## src/rtl/pmic_bridge_pkg.sv

```systemverilog
package pmic_bridge_pkg;
  localparam int SADDR_W = 12;
  localparam int DATA_W  = 16;
  localparam int BUS_AW  = 16;
  localparam int FRAME_W = 1 + SADDR_W + DATA_W;
  localparam int ECHO_W  = 15;

  localparam logic [BUS_AW-1:0] OFS_RDCMD  = 16'h0000;
  localparam logic [BUS_AW-1:0] OFS_RDDATA = 16'h0004;
  localparam logic [BUS_AW-1:0] OFS_FSTS   = 16'h0008;
  localparam int                WIN_SIZE   = 4096;
  localparam logic [BUS_AW-1:0] WIN_BASE   = 16'h8000;
  localparam logic [BUS_AW-1:0] WIN_MASK   = ~BUS_AW'(WIN_SIZE - 1);

  localparam int BUSY_BIT  = 31;
  localparam int OVF_BIT   = 12;
  localparam int FULL_BIT  = 11;
  localparam int EMPTY_BIT = 10;

  typedef struct packed {
    logic [SADDR_W-1:0] addr;
    logic [DATA_W-1:0]  data;
  } wr_entry_t;
endpackage

```

## src/rtl/pmic_wr_fifo.sv

```systemverilog
module pmic_wr_fifo #(
  parameter int DEPTH = 8,
  parameter int W     = 28,
  localparam int CW   = $clog2(DEPTH + 1)
) (
  input  logic          clk,
  input  logic          rst_n,
  input  logic          push,
  input  logic [W-1:0]  din,
  input  logic          pop,
  output logic [W-1:0]  dout,
  output logic          full,
  output logic          empty,
  output logic [CW-1:0] count
);
  localparam int PW = (DEPTH > 1) ? $clog2(DEPTH) : 1;

  logic [W-1:0]  mem [DEPTH];
  logic [PW-1:0] wptr, rptr;
  logic [CW-1:0] cnt;
  logic          push_ok, pop_ok;

  function automatic logic [PW-1:0] bump(input logic [PW-1:0] p);
    return (p == PW'(DEPTH - 1)) ? '0 : p + 1'b1;
  endfunction

  assign full    = (cnt == CW'(DEPTH));
  assign empty   = (cnt == '0);
  assign count   = cnt;
  assign dout    = mem[rptr];
  assign push_ok = push && !full;
  assign pop_ok  = pop && !empty;

  always_ff @(posedge clk) begin
    if (push_ok) mem[wptr] <= din;
  end

  always_ff @(posedge clk or negedge rst_n) begin
    if (!rst_n) begin
      wptr <= '0;
      rptr <= '0;
      cnt  <= '0;
    end else begin
      if (push_ok) wptr <= bump(wptr);
      if (pop_ok)  rptr <= bump(rptr);
      if (push_ok && !pop_ok)      cnt <= cnt + 1'b1;
      else if (!push_ok && pop_ok) cnt <= cnt - 1'b1;
    end
  end
endmodule

```

## src/rtl/pmic_ser_engine.sv

```systemverilog
module pmic_ser_engine
  import pmic_bridge_pkg::*;
#(
  parameter int CLK_DIV = 8
) (
  input  logic               clk,
  input  logic               rst_n,
  input  logic               start,
  input  logic               start_rd,
  input  logic [SADDR_W-1:0] start_addr,
  input  logic [DATA_W-1:0]  start_data,
  output logic               active,
  output logic               done,
  output logic [DATA_W-1:0]  rx_data,
  output logic               ser_clk,
  output logic               ser_cs_n,
  output logic               ser_mosi,
  input  logic               ser_miso
);
  localparam int CW      = (CLK_DIV > 2) ? $clog2(CLK_DIV) : 1;
  localparam int BW      = $clog2(FRAME_W);
  localparam int HALF    = CLK_DIV / 2;
  localparam int RX_FROM = 1 + SADDR_W;

  logic [CW-1:0]      div_q;
  logic [BW-1:0]      bit_q;
  logic [FRAME_W-1:0] sh_q;
  logic [DATA_W-1:0]  rx_q;
  logic               act_q, done_q;
  logic               bit_end;

  assign bit_end = (div_q == CW'(CLK_DIV - 1));

  always_ff @(posedge clk or negedge rst_n) begin
    if (!rst_n) begin
      act_q  <= 1'b0;
      done_q <= 1'b0;
      div_q  <= '0;
      bit_q  <= '0;
      sh_q   <= '0;
      rx_q   <= '0;
    end else begin
      done_q <= 1'b0;
      if (!act_q) begin
        if (start) begin
          act_q <= 1'b1;
          div_q <= '0;
          bit_q <= '0;
          sh_q  <= {start_rd, start_addr, start_rd ? {DATA_W{1'b0}} : start_data};
        end
      end else if (bit_end) begin
        div_q <= '0;
        sh_q  <= {sh_q[FRAME_W-2:0], 1'b0};
        if (bit_q >= BW'(RX_FROM)) rx_q <= {rx_q[DATA_W-2:0], ser_miso};
        if (bit_q == BW'(FRAME_W - 1)) begin
          act_q  <= 1'b0;
          done_q <= 1'b1;
        end else begin
          bit_q <= bit_q + 1'b1;
        end
      end else begin
        div_q <= div_q + 1'b1;
      end
    end
  end

  assign active   = act_q;
  assign done     = done_q;
  assign rx_data  = rx_q;
  assign ser_cs_n = !act_q;
  assign ser_clk  = act_q && (div_q >= CW'(HALF));
  assign ser_mosi = act_q && sh_q[FRAME_W-1];
endmodule

```

## src/rtl/pmic_bridge.sv

```systemverilog
module pmic_bridge
  import pmic_bridge_pkg::*;
#(
  parameter int FIFO_DEPTH = 8,
  parameter int CLK_DIV    = 8
) (
  input  logic        clk,
  input  logic        rst_n,
  input  logic        cpu_en,
  input  logic        cpu_we,
  input  logic [15:0] cpu_addr,
  input  logic [31:0] cpu_wdata,
  output logic [31:0] cpu_rdata,
  output logic        ser_clk,
  output logic        ser_cs_n,
  output logic        ser_mosi,
  input  logic        ser_miso
);
  localparam int CW      = $clog2(FIFO_DEPTH + 1);
  localparam int ENTRY_W = $bits(wr_entry_t);

  // bus decode
  logic in_win, wr_win, wr_cmd, wr_sts, push, accept_cmd;
  logic unused_wdata_hi;

  assign in_win          = ((cpu_addr & WIN_MASK) == WIN_BASE);
  assign wr_win          = cpu_en && cpu_we && in_win;
  assign wr_cmd          = cpu_en && cpu_we && (cpu_addr == OFS_RDCMD);
  assign wr_sts          = cpu_en && cpu_we && (cpu_addr == OFS_FSTS);
  assign unused_wdata_hi = ^cpu_wdata[31:DATA_W];

  // write queue
  wr_entry_t     fifo_in, fifo_out;
  logic [ENTRY_W-1:0] fifo_dout;
  logic          fifo_full, fifo_empty, pop;
  logic [CW-1:0] fifo_count;

  assign fifo_in.addr = cpu_addr[SADDR_W-1:0];
  assign fifo_in.data = cpu_wdata[DATA_W-1:0];
  assign fifo_out     = fifo_dout;
  assign push         = wr_win && !fifo_full;

  pmic_wr_fifo #(.DEPTH(FIFO_DEPTH), .W(ENTRY_W)) u_fifo (
    .clk   (clk),
    .rst_n (rst_n),
    .push  (push),
    .din   (fifo_in),
    .pop   (pop),
    .dout  (fifo_dout),
    .full  (fifo_full),
    .empty (fifo_empty),
    .count (fifo_count)
  );

  // read command state
  logic               rd_pend, rd_fly, rd_busy, ovf_q;
  logic [SADDR_W-1:0] rd_addr_q;
  logic [DATA_W-1:0]  rd_data_q;
  logic [CW-1:0]      ahead_q;
  logic               launch_wr, launch_rd;
  logic               eng_active, eng_done;
  logic [DATA_W-1:0]  eng_rx;

  assign rd_busy    = rd_pend || rd_fly;
  assign accept_cmd = wr_cmd && !rd_busy;

  // stores queued ahead of a pending read go first; later ones wait
  assign launch_rd = !eng_active && rd_pend && (ahead_q == '0);
  assign launch_wr = !eng_active && !fifo_empty && !launch_rd;
  assign pop       = launch_wr;

  always_ff @(posedge clk or negedge rst_n) begin
    if (!rst_n) begin
      rd_pend   <= 1'b0;
      rd_fly    <= 1'b0;
      rd_addr_q <= '0;
      rd_data_q <= '0;
      ahead_q   <= '0;
      ovf_q     <= 1'b0;
    end else begin
      if (accept_cmd) begin
        rd_pend   <= 1'b1;
        rd_addr_q <= cpu_wdata[SADDR_W-1:0];
        ahead_q   <= fifo_count - CW'(pop);
      end else if (pop && ahead_q != '0) begin
        ahead_q <= ahead_q - 1'b1;
      end
      if (launch_rd) begin
        rd_pend <= 1'b0;
        rd_fly  <= 1'b1;
      end
      if (eng_done && rd_fly) begin
        rd_fly    <= 1'b0;
        rd_data_q <= eng_rx;
      end
      if (wr_win && fifo_full)                ovf_q <= 1'b1;
      else if (wr_sts && cpu_wdata[OVF_BIT])  ovf_q <= 1'b0;
    end
  end

  pmic_ser_engine #(.CLK_DIV(CLK_DIV)) u_eng (
    .clk        (clk),
    .rst_n      (rst_n),
    .start      (launch_wr || launch_rd),
    .start_rd   (launch_rd),
    .start_addr (launch_rd ? rd_addr_q : fifo_out.addr),
    .start_data (fifo_out.data),
    .active     (eng_active),
    .done       (eng_done),
    .rx_data    (eng_rx),
    .ser_clk    (ser_clk),
    .ser_cs_n   (ser_cs_n),
    .ser_mosi   (ser_mosi),
    .ser_miso   (ser_miso)
  );

  // load mux
  always_comb begin
    cpu_rdata = '0;
    if (cpu_en && !cpu_we) begin
      if (cpu_addr == OFS_RDDATA) begin
        cpu_rdata = {rd_busy, (ECHO_W - SADDR_W)'(0), rd_addr_q, rd_data_q};
      end else if (cpu_addr == OFS_FSTS) begin
        cpu_rdata[OVF_BIT]   = ovf_q;
        cpu_rdata[FULL_BIT]  = fifo_full;
        cpu_rdata[EMPTY_BIT] = fifo_empty;
      end
    end
  end
endmodule

```

## config.mk

```make
export PLATFORM = sky130hd
export DESIGN_NAME = pmic_bridge
export DESIGN_NICKNAME = d
export VERILOG_FILES = /design/src/rtl/pmic_bridge_pkg.sv /design/src/rtl/pmic_wr_fifo.sv /design/src/rtl/pmic_ser_engine.sv /design/src/rtl/pmic_bridge.sv
export SDC_FILE = /design/constraint.sdc
export NUM_CORES = 1
export LEC_CHECK = 0
export BUFFER_PORTS_ARGS = -buffer_cell sky130_fd_sc_hd__buf_2
export CORE_MARGIN = 8
export CORE_UTILIZATION = 59
export CTS_CLUSTER_DIAMETER = 200
export DETAILED_ROUTE_END_ITERATION = 16
export PLACE_DENSITY = 0.78
export SLEW_MARGIN = 20
export SYNTH_ARGS = -nofsm -noshare
export SYNTH_HDL_FRONTEND = slang
export SYNTH_SLANG_ARGS = --single-unit
```

## constraint.sdc

```tcl
create_clock -name clk -period 11.28 [get_ports clk]
set_input_delay 3.384 -clock clk [delete_from_list [all_inputs] [get_ports clk]]
set_output_delay 3.384 -clock clk [all_outputs]
set_load 0.005 [all_outputs]
```

# Yosys cells after proc, flatten, opt, wreduce, memory -nomap -nowiden
# Memories as Yosys holds them, arrays and structs flattened.
# Index checks and enable logic that the tools add are counted.
[op_classes]
n_addsub = 8
order_cmp = 2
n_eq_ne = 10
muxes = 38
reduce_logical = 44
[op_table]
columns = ["operator", "count"]
rows = [
  ["two-way mux 29 bit", 3],
  ["two-way mux 32 bit", 1],
  ["logical AND 1 bit", 21],
  ["two-way mux 3 bit", 7],
  ["two-way mux 5 bit", 4],
  ["two-way mux 19 bit", 1],
  ["== test 16 x 3 -> 1 bit (second input constant)", 1],
  ["== test 16 x 4 -> 1 bit (second input constant)", 1],
  ["zero test 16 bit", 1],
  ["two-way mux 16 bit", 1],
  ["two-way mux 4 bit", 4],
  ["two-way mux 1 bit", 15],
  ["two-way mux 12 bit", 1],
  ["nonzero test 2 bit", 6],
  ["two-way mux 10 bit", 1],
  ["adder 3 x 1 -> 3 bit (second input constant)", 3],
  ["== test 3 bit (second input constant)", 3],
  ["== test 4 bit (second input constant)", 2],
  ["zero test 1 bit", 8],
  ["zero test 4 bit", 2],
  ["subtractor 4 x 1 -> 4 bit (second input constant)", 2],
  ["AND reduction 3 bit", 2],
  ["adder 5 x 1 -> 5 bit (second input constant)", 1],
  ["== test 5 bit (second input constant)", 1],
  ["other kinds (8)", 10],
]
[word_totals]
reg_bits = 100
mem_bits_rw = 224
inputBits = 53
out_inout_bits = 35
elab_cells = 118
mem_count = 1
[mem_list]
columns = ["name", "words", "word_bits", "rd", "rd_clocked_by_memory_dff", "wr", "line", "text"]
rows = [
  ["u_fifo.mem", 8, 28, 1, 0, 1, "pmic_wr_fifo.sv:18", "logic [W-1:0] mem [DEPTH];"],
]

# Logic depth before layout (Yosys ltp)
# Gate-level depths: netlist (run 1).
[depth]
word_depth = 9
ltp_mapped = 13

# Hierarchy
# From an unflattened synthesis (run 1), not the netlist that was laid out.
[unflattened]
cells_unflattened = 785
area_unflattened_um2 = 13730.7
[by_module_without_submodules]
columns = ["module", "instances", "cells_each", "area_each_um2"]
rows = [
  ["pmic_wr_fifo", 1, 390, 9176.3],
  ["pmic_ser_engine", 1, 222, 2514.9],
  ["pmic_bridge", 1, 173, 2039.5],
]

# Least setup slack after synthesis (run 1)
# No wires, ideal clock.
[synth_timing]
kind = "in2out"
startpoint = "input port cpu_addr[1]"
endpoint = "output port cpu_rdata[19]"
arrival_time_ns = 4.644
t_required_ns = 7.896
slack_ns = 3.252
cell_stages = 5
path_cell_list = "nor4_1 and3_1 nor2b_1 clkbuf_1 and2_1"
[synth_via]
elab_chain_len = 3
[synth_rtl]
columns = ["element", "line", "text"]
rows = [
  ["start, declared", "pmic_bridge.sv:11", "input logic [15:0] cpu_addr,"],
  ["== test 16 x 3 -> 1 bit", "pmic_bridge.sv:121", "if (cpu_addr == OFS_RDDATA) begin"],
  ["two-way mux 19 bit", "pmic_bridge.sv:121", ""],
  ["two-way mux 32 bit", "pmic_bridge.sv:120", "if (cpu_en && !cpu_we) begin"],
  ["end, declared", "pmic_bridge.sv:13", "output logic [31:0] cpu_rdata,"],
]
# No other way between the ends.

# Worst setup path in the final report (run 1)
[layout_timing]
startpoint = "input port cpu_addr[1]"
endpoint = "output port cpu_rdata[20]"
# The elaborated chain is that of the path after synthesis.

==> results of run 1 <==
-- final cells by class --
type / count / area share (%)
clock buffer: 45 / 6.09
clock inverter: 16 / 0.998
sequential: 324 / 60.9
multi-input combinational: 414 / 26.2
inverter: 13 / 0.322
tap: 285 / 2.35
timing repair buffer: 83 / 3.18
-- final timing paths --
| path | from | endpoint | slack (ps) | depth (start not counted) |
|---|---|---|---|---|
| max | cpu_addr[1] | cpu_rdata[20] | 2150 | 6 |
| min | u_eng.done | rd_fly | 490 | 1 |
| max reg2reg | ahead_q[0] | u_fifo.count[3] | 8030 | 11 |
| min reg2reg | u_eng.done | rd_fly | 490 | 1 |
| max in group asynchronous | rst_n | u_fifo.rptr[0] | 7170 | 2 |
| min in group asynchronous | rst_n | u_eng.rx_data[1] | 2830 | 1 |
-- power by group through the flow --
stage	sequential [mW]	combinational, mW	clock (mW)
final	1.30	0.0647	1.08
after global routing	1.31	0.0749	1.14
after CTS	1.30	0.0651	1.10
after detailed placement	1.33	0.0645	0
after global placement	1.32	0.0595	0
after floorplan	1.32	0.0330	0
-- cells by family after synthesis --
group,share of synthesized area (%)
and+or+nand+nor,6.20
muxes,16.2
adders and majority gates,1.64
xor gates and xnor gates,0.653
DFF,68.8
buffers and inverters,1.94
AOI/OAI and AO/OA,4.51
other,0.0280
-- sequential cells by signal, summed over array words and instances (netlist names) --
signal and count:
u_eng.rx_data 16, rd_addr_q 12, u_fifo.rptr 3, u_eng.div_q 3, u_eng.sh_q 29, rd_data_q 16
u_eng.bit_q 5, rd_fly 1, u_fifo.count 4, u_eng.active 1, rd_pend 1, ovf_q 1
u_fifo.wptr 3, ahead_q 4, u_eng.done 1, u_fifo.mem 224
-- synth_stat cells, drive strengths merged (12+ instances only) --
master,count,area [sq um]
mux4,56,1260
ha,16,200
buf,26,159
nor3,12,76.3
nand2,29,109
mux2i,25,250
nor2,45,171
inv,13,48.8
edfxtp,224,6730
dfrtp,100,2500
a21oi,22,110
clkbuf,14,52.6
a22oi,15,113
nand3,12,60.1
mux2,59,664
and2,35,219
-- per-layer routing --
| layer | share of wire, % | global-route usage (%) |
|---|---|---|
| met5 | 0.049 | 0 |
| met4 | 2.3 | 6.74 |
| met3 | 6.2 | 4.02 |
| met2 | 51 | 35.0 |
| met1 | 40 | 27.1 |
-- through the flow --
stage | utilization [%] | instances | power (mW) | setup WS [ps] | hold slack [ps]
after CTS | 67.2 | 1178 | 2.47 | 2150 | 486
after floorplan | - | 791 | 1.35 | 3250 | 425
final | 67.4 | 1180 | 2.45 | 2150 | 488
after detailed placement | 62.4 | 1117 | 1.39 | 2150 | 468
after global routing | 67.4 | 1180 | 2.52 | 1960 | 495
after global placement | 62.4 | 1117 | 1.38 | 2170 | 448
==> metrics.txt, run 1 <==
starting density of the core=59.6%; synthesized flop and latch total=324; Clock Skews=14.1 ps; sequence of cells on the critical path=buf_2 > nor4_1 > and3_1 > nor2b_2 > and2_1 > buf_2; number of buffers inserted by port buffering=68; total I/O pin count=between 80 and 90; Final Max Slew Viols=0; horizontal die dimension=between 150 and 200 microns; Clock Sinks=324; Reg power frac=between 50 and 60%; class of the most critical hold timing path=flip-flop to flip-flop; post-detailed-placement half-perimeter wirelength=roughly 17 mm; per-cell via count in the routed design=6.26; area of all placed cells without fillers=approximately 15000 sq um; CTS H-tree depth=2; Most used DFF post-synth=edfxtp_1; placeable core region=22500 sq um; final weighted congestion in routability-driven placement=~0.80; largest net degree at the start of global routing=65; peak clock frequency supported by timing=0.110 GHz; RSZ-0062 raised after global routing=no; share of synthesized registers carrying an async set or reset=approximately 31%; unique cell type count in the Yosys netlist=54; worst ir drop on vdd=between 0.0001 and 0.00015 V; Switching Power=0.491 mW; number of antenna violations at the first check in global routing=1; Seq. cell area=9230 sq um; first-pass GRT wire length=44.6 mm; period utilization=approximately four fifths; post-synth design cell area=13400 sq um; cell with the largest stage delay on the worst path=nor2b_2; Top cell by count, worst path=buf_2; number of buffers inserted for hold repair after clock tree synthesis=0; post-route antenna net violation count=0; routed wire length=roughly 28 mm; number of inserted filler cells in the final layout=1473; commonest non-fill, non-tap cells in the layout=edfxtp_1 (224), dfrtp_1 (98), buf_2 (67); setup fix buffers added after clock tree synthesis=0; kind of cell adding the most delay to the critical path=simple AND/OR/NAND/NOR gates; Avg Synthesized Cell Area=roughly 17 sq um; multi-input logic area=around 4000 sq um; ratio of cells with drive above 1 in the final layout=29.3%; max-cap check violation count=0; number of buffers created by CTS=34; all-layer global routing usage=20.8%; worst setup path category=primary input to output port; Max transition margin=24.0%; leak pwr=5.76 nW; area of the die=27800 sq um; delay of the slowest critical-path stage=860 ps; proportion of power drawn by the clock network=44.0%; maximum clock insertion buffer count=3; pwr/cell area=161 nW/um^2; height of the die=167 microns; final setup violation count=0; area post-placement=14000 sq um; CP Buf/Inv Count=2; average wire per cell in the routed design=24.1 microns; post_cts resized=0; Overflow after GRT=0; CTS tree=yes; starting DRC count in detailed routing=678; Layout Area Growth over Synthesis=13.1%; critical path endpoint category=output port; internal power=1.95 mW; final setup TNS=0 ps; Critical Path AT=between 5000 and 6000 ps; commonest non-fill, non-tap cell in the layout=edfxtp_1; DRC violation count after routing=0; number of warnings reported in the yosys synthesis log=0; via count of the first global-routing pass=7773; total number of nets in the final design=940; Antenna diodes=0; standard-cell rows=between 50 and 60; worst path required time=7900 ps; clock slew at reported path FFs=around 60 ps; status=completed; largest fanout on the critical path=26; slew at the pin closest to its max-slew limit=1140 ps; number of synthesized flops with an enable pin=224; vias after detailed routing=7390; number of endpoints with negative hold slack in the final report=0; later-pin clock latency in the skew report=approximately 510 ps; 1st-pass router iterations=5; combinational fraction of design power=2.6%; type of origin of the critical path=primary input; number of cells produced by synthesis=789; switching part of the total power=20.1%; cell at the root of the clock tree=clkbuf_16; part of the Yosys area used for sequential elements=roughly 70%; Min Clock Period, post-route=9130 ps
Note: power is estimated with default switching activity, not from simulation.
==> run 2: changes to the inputs <==
clock period = 9.5 ns   (was 11.28 ns; I/O delays follow)
==> run 2 against run 1 <==
Sequential power rose by 19%. Core utilization shrank 0.36 points. Via count shrank 0.55%. Sequential share of layout area rose by 0.32 points. Total power is 16% higher. Critical path type unchanged. Critical endpoint is now cpu_rdata[27]. Largest cell class unchanged. Largest power group unchanged.
==> metrics.txt, run 2 (synthesized netlist as in run 1, its figures left out) <==
status=completed; max-cap check violation count=0; maximum clock insertion buffer count=3; number of endpoints with negative hold slack in the final report=0; Min Clock Period, post-route=7800 ps; starting DRC count in detailed routing=708; register with the highest flop count=u_fifo.mem; Clock Skews=32.3 ps; area of the die=27800 sq um; period utilization=82.1%; ratio of cells with drive above 1 in the final layout=between 20% and 30%; average wire per cell in the routed design=~24 microns; post-route antenna net violation count=0; 1st-pass router iterations=5; Switching Power=0.584 mW; number of buffers inserted for hold repair after clock tree synthesis=0; commonest non-fill, non-tap cell in the layout=edfxtp_1; final weighted congestion in routability-driven placement=0.834; final setup violation count=0; Final Max Slew Viols=0; CTS H-tree depth=1; pwr/cell area=188 nW/um^2; setup fix buffers added after clock tree synthesis=0; worst path required time=6650 ps; Critical Path AT=~5000 ps; Overflow after GRT=0; worst ir drop on vdd=0.000146 V; final hold slack=455 ps; peak clock frequency supported by timing=0.128 GHz; height of the die=167 microns; Reg power frac=54.6%; slew at the pin closest to its max-slew limit=1150 ps; later-pin clock latency in the skew report=~570 ps; first-pass GRT wire length=44.2 mm; worst setup path category=primary input to output port; largest fanout on the critical path=26; Clock Sinks=~320; horizontal die dimension=between 150 and 200 microns; clock slew at reported path FFs=70 ps; area of all placed cells without fillers=15100 sq um; routed wire length=28.2 mm; critical path endpoint category=output port; leak pwr=5.69 nW; number of antenna violations at the first check in global routing=1; Max transition margin=22.9%; total I/O pin count=88; DRC violation count after routing=0; starting density of the core=59.6%; vias after detailed routing=around 7300; Layout Area Growth over Synthesis=12.5%; flip-flop count of the largest register, all copies and words added=224; switching part of the total power=20.6%; commonest non-fill, non-tap cells in the layout=edfxtp_1 (224), dfrtp_1 (98), buf_2 (67); number of buffers inserted by port buffering=68; largest net degree at the start of global routing=65; class of the most critical hold timing path=flip-flop to flip-flop; proportion of power drawn by the clock network=between 40% and 50%; post-detailed-placement half-perimeter wirelength=16.9 mm; internal power=2.25 mW; CTS tree=yes; number of buffers created by CTS=30; total number of nets in the final design=935; number of inserted filler cells in the final layout=roughly 1500; type of origin of the critical path=primary input; per-cell via count in the routed design=between 6 and 7; standard-cell rows=55; cell at the root of the clock tree=clkbuf_16; post_cts resized=0; RSZ-0062 raised after global routing=no; combinational fraction of design power=under 10%; biggest regs=u_fifo.mem: 224 flops, u_eng.sh_q: 29 flops; all-layer global routing usage=20.5%; placeable core region=22500 sq um; via count of the first global-routing pass=7892; final setup TNS=0 ps; post-layout util=67.0%; area post-placement=14000 sq um
-- run 2: cell count changes in the layout (fill, tap and decap cells not counted), moves of 2 or more --
cell | previous run | this run
clkinvlp_4 | 0 | 5
clkinv_1 | 6 | 4
clkbuf_1 | 9 | 4
clkbuf_16 | 35 | 30
-- run 2: routing by layer --
| layer | routed length (microns) | track usage [%] | share of wire (%) |
|---|---|---|---|
| met1 | 11400 | 26.2 | 40 |
| met2 | 14400 | 35.2 | 51 |
| met3 | 1710 | 3.10 | 6.1 |
| met4 | 755 | 7.32 | 2.7 |
| met5 | 0 | 0 | 0 |
-- run 2: critical path, cell delays in order --
cell,delay [ps]
buf_2,140
nor4_1,620
and3_1,350
nor2b_4,580
and2_1,260
buf_2,130
-- run 2: final timing paths --
check	endpoint	slack, ps	startpoint	depth (start not counted)
max	cpu_rdata[27]	1700	cpu_addr[1]	6
min	rd_fly	450	u_eng.done	1
max reg2reg	u_fifo.count[3]	6260	ahead_q[0]	11
min reg2reg	rd_fly	450	u_eng.done	1
max in group asynchronous	u_fifo.rptr[0]	6030	rst_n	2
min in group asynchronous	u_eng.rx_data[5]	2230	rst_n	1
-- run 2: power groups by stage --
stage | Sequential, mW | Combinational [mW] | Clock, mW
after floorplan | 1.57 | 0.0392 | 0
after global placement | 1.57 | 0.0706 | 0
after detailed placement | 1.58 | 0.0772 | 0
after CTS | 1.55 | 0.0778 | 1.22
after global routing | 1.55 | 0.0871 | 1.27
final | 1.55 | 0.0778 | 1.21
-- run 2: cell type report --
type | instances | area, sq um | share of cell area [%]
sequential | 324 | 9230 | 61.2
tap | 285 | 357 | 2.36
antenna | 1 | 2.50 | 0.0166
inverter | 13 | 48.8 | 0.323
timing repair buffer | 82 | 468 | 3.10
multi-input combinational | 414 | 3970 | 26.3
clock buffer | 34 | 766 | 5.08
clock inverter | 22 | 236 | 1.57
-- run 2: per-stage QoR --
step / total power, mW / cells / setup WS (ps)
after global routing: 2.90 / 1175 / 1570
after detailed placement: 1.65 / 1117 / 1340
after CTS: 2.84 / 1173 / 1310
after global placement: 1.64 / 1117 / 1500
final: 2.83 / 1175 / 1700
after floorplan: 1.61 / 791 / 2540
